--- src/rtl/usb_ep_pkg.sv ---
package usb_ep_pkg;
  localparam int IDX_W  = 3;
  localparam int ADDR_W = 3;
  localparam int DATA_W = 8;

  localparam logic [ADDR_W-1:0] RA_CTL = 3'd0;
  localparam logic [ADDR_W-1:0] RA_CFG = 3'd1;
  localparam logic [ADDR_W-1:0] RA_INT = 3'd2;
  localparam logic [ADDR_W-1:0] RA_STA = 3'd3;
  localparam logic [ADDR_W-1:0] RA_STB = 3'd4;
  localparam logic [ADDR_W-1:0] RA_SEL = 3'd5;

  localparam int CTL_EN     = 0;
  localparam int CTL_EPRST  = 1;
  localparam int CTL_CLRTGL = 2;
  localparam int CTL_TGL_RD = 3;

  typedef struct packed {
    logic              en;
    logic              tgl;
    logic [DATA_W-1:0] cfg;
    logic [DATA_W-1:0] flags;
    logic [DATA_W-1:0] sta;
    logic [DATA_W-1:0] stb;
  } ep_state_t;

  function automatic logic toggle_next(logic cur, logic flip, logic clr);
    if (clr) return 1'b0;
    return cur ^ flip;
  endfunction

  function automatic logic [DATA_W-1:0] flags_next(logic [DATA_W-1:0] cur,
                                                   logic [DATA_W-1:0] set_m,
                                                   logic [DATA_W-1:0] clr_m,
                                                   logic wipe);
    if (wipe) return '0;
    return (cur | set_m) & ~clr_m;
  endfunction

  function automatic logic [DATA_W-1:0] ctl_view(logic en, logic tgl);
    logic [DATA_W-1:0] v;
    v = '0;
    v[CTL_EN]     = en;
    v[CTL_TGL_RD] = tgl;
    return v;
  endfunction
endpackage

--- src/rtl/usb_se0_timer.sv ---
module usb_se0_timer #(
  parameter int SE0_CYCLES = 4800
) (
  input  logic clk,
  input  logic rst_n,
  input  logic line_se0,
  output logic se0_hit
);
  localparam int CNT_W = $clog2(SE0_CYCLES + 1);
  localparam logic [CNT_W-1:0] CNT_LAST = CNT_W'(SE0_CYCLES - 1);
  localparam logic [CNT_W-1:0] CNT_SAT  = CNT_W'(SE0_CYCLES);

  logic [CNT_W-1:0] run_q;

  always_ff @(posedge clk or negedge rst_n) begin
    if (!rst_n)               run_q <= '0;
    else if (!line_se0)       run_q <= '0;
    else if (run_q != CNT_SAT) run_q <= run_q + 1'b1;
  end

  assign se0_hit = line_se0 && (run_q == CNT_LAST);
endmodule

--- src/rtl/usb_ep_slot.sv ---
module usb_ep_slot
  import usb_ep_pkg::*;
#(
  parameter bit IS_DEFAULT = 1'b0
) (
  input  logic              clk,
  input  logic              rst_n,
  input  logic              bus_rst,
  input  logic              wr_ctl,
  input  logic              wr_cfg,
  input  logic              wr_flags,
  input  logic [DATA_W-1:0] wdata,
  input  logic              txn_hit,
  input  logic              txn_ok,
  input  logic [DATA_W-1:0] txn_int,
  input  logic [DATA_W-1:0] txn_st0,
  input  logic [DATA_W-1:0] txn_st1,
  output ep_state_t         state
);
  ep_state_t s_q;
  logic      cmd_rst, cmd_clr;

  assign cmd_rst = wr_ctl && wdata[CTL_EPRST];
  assign cmd_clr = wr_ctl && wdata[CTL_CLRTGL];

  always_ff @(posedge clk or negedge rst_n) begin
    if (!rst_n) begin
      s_q <= '0;
    end else if (bus_rst) begin
      s_q.tgl <= 1'b0;
      if (!IS_DEFAULT) begin
        s_q.en    <= 1'b0;
        s_q.flags <= '0;
        s_q.sta   <= '0;
        s_q.stb   <= '0;
      end
    end else if (!s_q.en) begin
      s_q.tgl   <= 1'b0;
      s_q.flags <= '0;
      s_q.sta   <= '0;
      s_q.stb   <= '0;
      if (wr_ctl) s_q.en  <= wdata[CTL_EN];
      if (wr_cfg) s_q.cfg <= wdata;
    end else begin
      if (wr_ctl) s_q.en  <= wdata[CTL_EN];
      if (wr_cfg) s_q.cfg <= wdata;
      s_q.tgl   <= toggle_next(s_q.tgl, txn_hit && txn_ok, cmd_clr);
      s_q.flags <= flags_next(s_q.flags, txn_hit ? txn_int : '0,
                              wr_flags ? wdata : '0, cmd_rst);
      if (cmd_rst) begin
        s_q.sta <= '0;
        s_q.stb <= '0;
      end else if (txn_hit) begin
        s_q.sta <= txn_st0;
        s_q.stb <= txn_st1;
      end
    end
  end

  assign state = s_q;
endmodule

--- src/rtl/usb_ep_rdmux.sv ---
module usb_ep_rdmux
  import usb_ep_pkg::*;
#(
  parameter int NUM_EP = 8
) (
  input  ep_state_t [NUM_EP-1:0] states,
  input  logic [IDX_W-1:0]       sel,
  input  logic [ADDR_W-1:0]      addr,
  output logic [DATA_W-1:0]      rdata
);
  ep_state_t cur;
  logic      sel_ok;

  always_comb begin
    cur    = '0;
    sel_ok = 1'b0;
    for (int e = 0; e < NUM_EP; e++) begin
      if (sel == IDX_W'(e)) begin
        cur    = states[e];
        sel_ok = 1'b1;
      end
    end
  end

  always_comb begin
    rdata = '0;
    if (addr == RA_SEL) begin
      rdata = DATA_W'(sel);
    end else if (sel_ok) begin
      case (addr)
        RA_CTL:  rdata = ctl_view(cur.en, cur.tgl);
        RA_CFG:  rdata = cur.cfg;
        RA_INT:  rdata = cur.flags;
        RA_STA:  rdata = cur.sta;
        RA_STB:  rdata = cur.stb;
        default: rdata = '0;
      endcase
    end
  end
endmodule

--- src/rtl/usb_ep_state_mgr.sv ---
module usb_ep_state_mgr
  import usb_ep_pkg::*;
#(
  parameter int NUM_EP     = 8,
  parameter int SE0_CYCLES = 4800
) (
  input  logic              clk,
  input  logic              rst_n,
  input  logic              line_se0,
  input  logic              cpu_rst_mode,
  input  logic              cpu_we,
  input  logic [2:0]        cpu_addr,
  input  logic [7:0]        cpu_wdata,
  output logic [7:0]        cpu_rdata,
  input  logic              txn_valid,
  input  logic [2:0]        txn_ep,
  input  logic              txn_ok,
  input  logic [7:0]        txn_int,
  input  logic [7:0]        txn_st0,
  input  logic [7:0]        txn_st1,
  output logic              bus_reset_pulse,
  output logic              cpu_rst_pulse
);
  logic                  se0_hit;
  logic [IDX_W-1:0]      sel_q;
  ep_state_t [NUM_EP-1:0] ep_states;
  logic [NUM_EP-1:0]     ep_en_vec;
  logic [NUM_EP-1:0]     ep_tgl_vec;
  logic [NUM_EP-1:0]     ep_clean_vec;
  logic                  bus_rst_q, cpu_rst_q;

  usb_se0_timer #(.SE0_CYCLES(SE0_CYCLES)) se0_tmr_i (
    .clk(clk), .rst_n(rst_n), .line_se0(line_se0), .se0_hit(se0_hit)
  );

  always_ff @(posedge clk or negedge rst_n) begin
    if (!rst_n) begin
      sel_q     <= '0;
      bus_rst_q <= 1'b0;
      cpu_rst_q <= 1'b0;
    end else begin
      if (cpu_we && cpu_addr == RA_SEL) sel_q <= cpu_wdata[IDX_W-1:0];
      bus_rst_q <= se0_hit;
      cpu_rst_q <= se0_hit && cpu_rst_mode;
    end
  end

  for (genvar e = 0; e < NUM_EP; e++) begin : g_ep
    logic mine;
    assign mine = cpu_we && (sel_q == IDX_W'(e));

    usb_ep_slot #(.IS_DEFAULT(e == 0)) slot_i (
      .clk(clk), .rst_n(rst_n), .bus_rst(se0_hit),
      .wr_ctl(mine && cpu_addr == RA_CTL),
      .wr_cfg(mine && cpu_addr == RA_CFG),
      .wr_flags(mine && cpu_addr == RA_INT),
      .wdata(cpu_wdata),
      .txn_hit(txn_valid && txn_ep == IDX_W'(e)),
      .txn_ok(txn_ok), .txn_int(txn_int),
      .txn_st0(txn_st0), .txn_st1(txn_st1),
      .state(ep_states[e])
    );

    assign ep_en_vec[e]    = ep_states[e].en;
    assign ep_tgl_vec[e]   = ep_states[e].tgl;
    assign ep_clean_vec[e] = (ep_states[e].flags == '0) &&
                             (ep_states[e].sta == '0) && (ep_states[e].stb == '0);
  end

  usb_ep_rdmux #(.NUM_EP(NUM_EP)) rdmux_i (
    .states(ep_states), .sel(sel_q), .addr(cpu_addr), .rdata(cpu_rdata)
  );

  assign bus_reset_pulse = bus_rst_q;
  assign cpu_rst_pulse   = cpu_rst_q;
endmodule

--- config.mk ---
export PLATFORM = sky130hd
export DESIGN_NAME = usb_ep_state_mgr
export DESIGN_NICKNAME = d
export VERILOG_FILES = /design/src/rtl/usb_ep_pkg.sv /design/src/rtl/usb_se0_timer.sv /design/src/rtl/usb_ep_slot.sv /design/src/rtl/usb_ep_rdmux.sv /design/src/rtl/usb_ep_state_mgr.sv
export SDC_FILE = /design/constraint.sdc
export NUM_CORES = 1
export LEC_CHECK = 0
export ABC_AREA = 1
export BUFFER_PORTS_ARGS = -buffer_cell sky130_fd_sc_hd__buf_2
export CAP_MARGIN = 10
export CORE_MARGIN = 4
export CORE_UTILIZATION = 36
export CTS_CLUSTER_SIZE = 10
export DETAILED_ROUTE_END_ITERATION = 8
export GPL_ROUTABILITY_DRIVEN = 0
export PLACE_DENSITY = 0.5
export REMOVE_ABC_BUFFERS = 1
export SLEW_MARGIN = 20
export SYNTH_ARGS = -nofsm -noshare
export SYNTH_HDL_FRONTEND = slang
export SYNTH_HIERARCHICAL = 1
export SYNTH_SLANG_ARGS = --single-unit
--- constraint.sdc ---
create_clock -name clk -period 4.1 [get_ports clk]
set_clock_uncertainty 0.2 [all_clocks]
set_input_delay 0.205 -clock clk [delete_from_list [all_inputs] [get_ports clk]]
set_output_delay 0.205 -clock clk [all_outputs]
set_load 0.02 [all_outputs]
Word-level counts from Yosys, hierarchy flattened --
Cells that the tools add are included.
Cells by class: bitwise gates (word level) 33, equal/unequal tests 30, mux-type cells 180, reductions and logical operators 71, $add $sub $neg 1
Operator list (count):
- 2-to-1 mux 34 bit | 16
- 2-to-1 mux 8 bit | 42
- 2-to-1 mux 16 bit | 16
- 2-to-1 mux 24 bit | 7
- 2-to-1 mux 1 bit | 89
- logical AND 1 bit | 67
- AND 8 bit | 8
- inverter 8 bit | 8
- OR 8 bit | 8
- case mux 8 bit (5 select lines) | 1
- equality test 3 bit (second input constant) | 10
- != test 4 x 3 -> 1 bit (second input constant) | 7
- 2-to-1 mux 13 bit | 2
- equality test 3 x 2 -> 1 bit (second input constant) | 6
- 2-to-1 mux 2 bit | 7
- adder 13 x 1 -> 13 bit (second input constant) | 1
- equality test 13 bit (second input constant) | 1
- != test 13 bit (second input constant) | 1
- equality test 3 x 1 -> 1 bit (second input constant) | 3
- logical NOT 3 bit | 3
- XOR 1 bit | 8
- != test 3 x 2 -> 1 bit (second input constant) | 1
- != test 2 x 1 -> 1 bit (second input constant) | 1
- AND reduction 2 bit | 1
- inverter 1 bit | 1
Storage, ports and cells: input port bits 45, word-level logic and storage cells 367, register bits after elaboration 290, output and inout port bits 10

Longest topological paths before layout --
depth in word-level cells 12, mapped depth 14, mapped depth without buffers 13

Hierarchy --
Netlist, hierarchy kept.
Modules (own cells, without submodules):
- usb_ep_slot (g_ep[1].slot_i ...) | seq. area each 850.8 um^2, area each 1584.0 um^2, cells an instance 170, instances 7
- usb_ep_rdmux | seq. area each 0.0 um^2, area each 2474.9 um^2, cells an instance 576, instances 1
- usb_ep_slot (g_ep[0].slot_i) | seq. area each 850.8 um^2, area each 1679.1 um^2, cells an instance 219, instances 1
- usb_se0_timer | seq. area each 325.3 um^2, area each 782.0 um^2, cells an instance 108, instances 1
- usb_ep_state_mgr | seq. area each 125.1 um^2, area each 459.2 um^2, cells an instance 86, instances 1

Worst setup path before layout --
OpenSTA, ideal clock, no wires.
kind flip-flop to flip-flop, from register se0_tmr_i.run_q[0], to register g_ep[0].slot_i.s_q (netlist bit g_ep[0].slot_i/state[16]), stages on the path, launching flop included 11, path slack 0.891 ns, clock period less this slack 3.209 ns, data required time 3.787 ns, buffers on the path 0, data arrival time 2.897 ns, setup time 0.113 ns, path through dfrtp_1 ha_1 inv_1 nor2_4 nand2_1 nor2_1 inv_2 nand2_1 o21bai_1 nand2_1 inv_1
Between the ends: word-level cells in the longest chain between the ends 2
Ends and longest elaborated chain:
- from (decl) | RTL line usb_se0_timer.sv:13 | logic [CNT_W-1:0] run_q;
- from (signal assigned) | RTL line usb_se0_timer.sv:18 | else if (run_q != CNT_SAT) run_q <= run_q + 1'b1;
- equality test 13 bit | RTL line usb_se0_timer.sv:21 | assign se0_hit = line_se0 && (run_q == CNT_LAST);
- logical AND 1 bit | RTL line usb_se0_timer.sv:21
- net se0_hit | RTL line usb_ep_state_mgr.sv:24 | logic se0_hit;
- to (decl) | RTL line usb_ep_slot.sv:20 | ep_state_t s_q;
The timed path passes the listed nets, and every way through them passes these cells. A chain may end at the register's enable or synchronous reset.

Worst setup path in the final report --
from register sel_q[0], to output port cpu_rdata[3]
Between the ends: word-level cells in the longest chain between the ends 12, elaborated cells on any way between the ends 27, those cells by class eq/ne (7); mux (19); reduce/logical (1)
Ends and longest elaborated chain:
- from (decl) | RTL line usb_ep_state_mgr.sv:25 | logic [IDX_W-1:0] sel_q;
- from (signal assigned) | RTL line usb_ep_state_mgr.sv:42 | if (cpu_we && cpu_addr == RA_SEL) sel_q <= cpu_wdata[IDX_W-1:0];
- logical NOT 3 bit | RTL line usb_ep_rdmux.sv:18 | if (sel == IDX_W'(e)) begin
- 2-to-1 mux 34 bit (8 in a row) | RTL line usb_ep_rdmux.sv:18
- case mux 8 bit (5 select lines) | RTL line usb_ep_rdmux.sv:30 | case (addr)
- 2-to-1 mux 8 bit (*) | RTL line usb_ep_rdmux.sv:29 | end else if (sel_ok) begin
- 2-to-1 mux 8 bit (*) | RTL line usb_ep_rdmux.sv:27 | if (addr == RA_SEL) begin
- to (decl) | RTL line usb_ep_state_mgr.sv:14 | output logic [7:0] cpu_rdata,
Mark *: on every way between the ends. The rest lies on a longest branch, timed or not.

==> out/metrics.cfg <==
[timing]
hold_ws_ps = 38.2
setup_tns_ps = 0
slew_viol_final = 0
finalHoldViolCount = 0
setup_slack_ps = 460
setup_viol = 0
max_freq_ghz = 0.275
min_period_ps = 3640
worstMarginPinSlew_ps = 1180
min_period_over_period_pct = 88.8
relSlewSlack_pct = 21.6
rsz0062_at_grt = false

[clock_tree]
cts_buffers = 38
cts_setup_buffers = 0
clkSinkCount = 290
insertion_delay_ps = 560
cts_resized = 0
cts_root_buf = clkbuf_16
path_clk_slew_ps = 60
htreeDepth = 2
cts_tree = built
clockBufferDepth = 3

[critical_path]
worstPathArrival_ps = 3230
start_kind = register
regToRegEndpoint = g_ep[0].slot_i/state[19]
rr_worst_depth = 10
cp-end-kind = output port
r2r-start = se0_tmr_i/run_q[0]
cp_max_fo = 26
r2r_setup_slack_ps = 1380
critical_path_class = register to output port
worstPathRequired_ps = 3690

[synthesis]
syn_area_per_cell_um2 = 7.56
seq_area_frac_synth_pct = 44.0
synth_most_common_cell = nand2_1
syn_inst = 2179
synth_seq_cells = 290
postSynth.asyncResetShare_pct = 100
yosys.area.top_type = dfrtp_1
synth_cell_type_count = 37
netlist_top_cells_area = dfrtp_1, nand2_1, inv_1, nor2_1, a21oi_2
yosys-top-cells-count = nand2_1, dfrtp_1, inv_1, nor2_1, nand2_2
syn-cell-area_mm2 = 0.0165
yosysTopAreaCellShare_pct = 44.0
yosys_warnings = 6
synth-edff-count = 0
synthFlopType = dfrtp_1

[floorplanning]
die_area_mm2 = 0.0493
die_x_um = 222
initial_utilization_pct = 36.4
row_count = 78
die-height_um = 222
core_area_mm2 = 0.0453
io_pins = 55

[route]
drtIter0Drc = 1271
routedWlPerCell_um = 19.0
firstDrtPassIters = 5
vias_per_cell = 5.01
drc = 0
num_vias = 14400
wirelength_um = 54700
ant_nets = 0

[finish]
design_area_mm2 = 0.0185
syn_to_final_growth_pct = 12.4
antenna_cells = 0
fillers = 4780
layout-drive-gt1-share_pct = 18.7
num-nets-final = 2298

[min_path]
hp-class = input port to async pin

[global_routing]
grt_overflow = 0
grt_max_degree = 90
grt_pass1_vias = 13800
grt_pass1_wl_um = 85500
antenna_found_initial = 1
track_usage_pct = 22.0

[power]
power_density_mw_per_mm2 = 429
ir_drop_uv = 283
p_leak_nw = 8.67

[job]
maxCapViolations = 0

[status]
outcome = finished clean

[placement]
placed_area_mm2 = 0.0170
portBuffers = 54
place_hpwl_um = 36900
dp_worst_setup_slack_ps = 1050

[per-stage QoR]
stage | cells | util [%] | total power [mW]
after floorplan | 2091 | - | 4.13
after global placement | 2769 | 37.4 | 4.77
after detailed placement | 2769 | 37.4 | 4.78
after CTS | 2874 | 40.9 | 8.01
after global routing | 2874 | 40.9 | 8.31
final | 2874 | 40.9 | 7.94
[layout by cell type, fill, tap and decap left out, drive strengths merged]
cell / instances
ha: 2
o21ai: 125
and2: 2
dlygate4sd3: 42
o211ai: 2
nand2: 814
nor3: 9
o21bai: 8
nor2: 262
buf: 78
a21oi: 175
inv: 254
clkinvlp: 1
or2: 14
nand3b: 1
nand3: 96
xor2: 2
o22ai: 1
dfrtp: 290
clkinv: 3
nand4: 34
clkbuf: 58
o21a: 1
[power breakdown]
part,internal (mW),switching [mW]
Combinational,0.387,1.13
Sequential,3.08,0.182
Clock,1.86,1.30
Total,5.33,2.61
[area by class of cell]
class	count	area, um^2	area share [%]
clock buffer	58	1120	6.03
multi-input combinational	1548	7480	40.4
sequential	290	7260	39.2
timing repair buffer	120	906	4.89
clock inverter	5	31.3	0.169
tap	600	751	4.05
inverter	253	985	5.32
[flip-flops by register name, indices dropped and copies added, names as in the netlist, named ones only]
name	count
g_ep.slot_i/state	271
se0_tmr_i/run_q	13
cpu_rst_pulse	1
sel_q	3
bus_reset_pulse	1
[worst max-delay path, cell delays in order (launching register included)]
cell     delay [ps]
dfrtp_1         740
inv_2           210
nand3_2         210
inv_2           270
nand2_1         130
nand3_1          90
nor2_1          130
nand4_1         100
nand2_1          70
nand2_1         110
nor2_1          290
nand2_1         120
buf_2           180
[logic make-up after synthesis]
logic type,count (synthesis),synth area share (%)
compound gates,312,11.6
xor+xnor,2,0.106
fa+ha+maj,2,0.152
buf+inv,341,10.9
flops,290,44.0
simple gates,1232,33.3
[repair_timing]
action,4_1_cts,5_1_grt
setup endpoints to repair,0,0
hold buffers,42,0
hold endpoints to repair,365,0
[per-layer routing]
metal / up-vias / wire (um) / global-route usage, %
met5: - / 0 / 0
met4: 0 / 941 / 5.06
met3: 52 / 3550 / 3.11
met2: 465 / 23600 / 32.5
met1: 6966 / 26600 / 34.2
li1: 6912 / - / -
[how the worst max path moves through the flow]
stage	from	endpoint	slack, ps	cells after the start
3_3_place_gp	sel_q[0]	cpu_rdata[3]	1130	12
4_1_cts	sel_q[0]	cpu_rdata[3]	430	12
6_report	sel_q[0]	cpu_rdata[3]	460	12
2_1_floorplan	se0_tmr_i/run_q[0]	g_ep[0].slot_i/state[16]	470	10
3_5_place_dp	sel_q[0]	cpu_rdata[3]	1050	12
5_1_grt	sel_q[0]	cpu_rdata[5]	260	12
No activity file was read; power rests on OpenSTA's default activity.
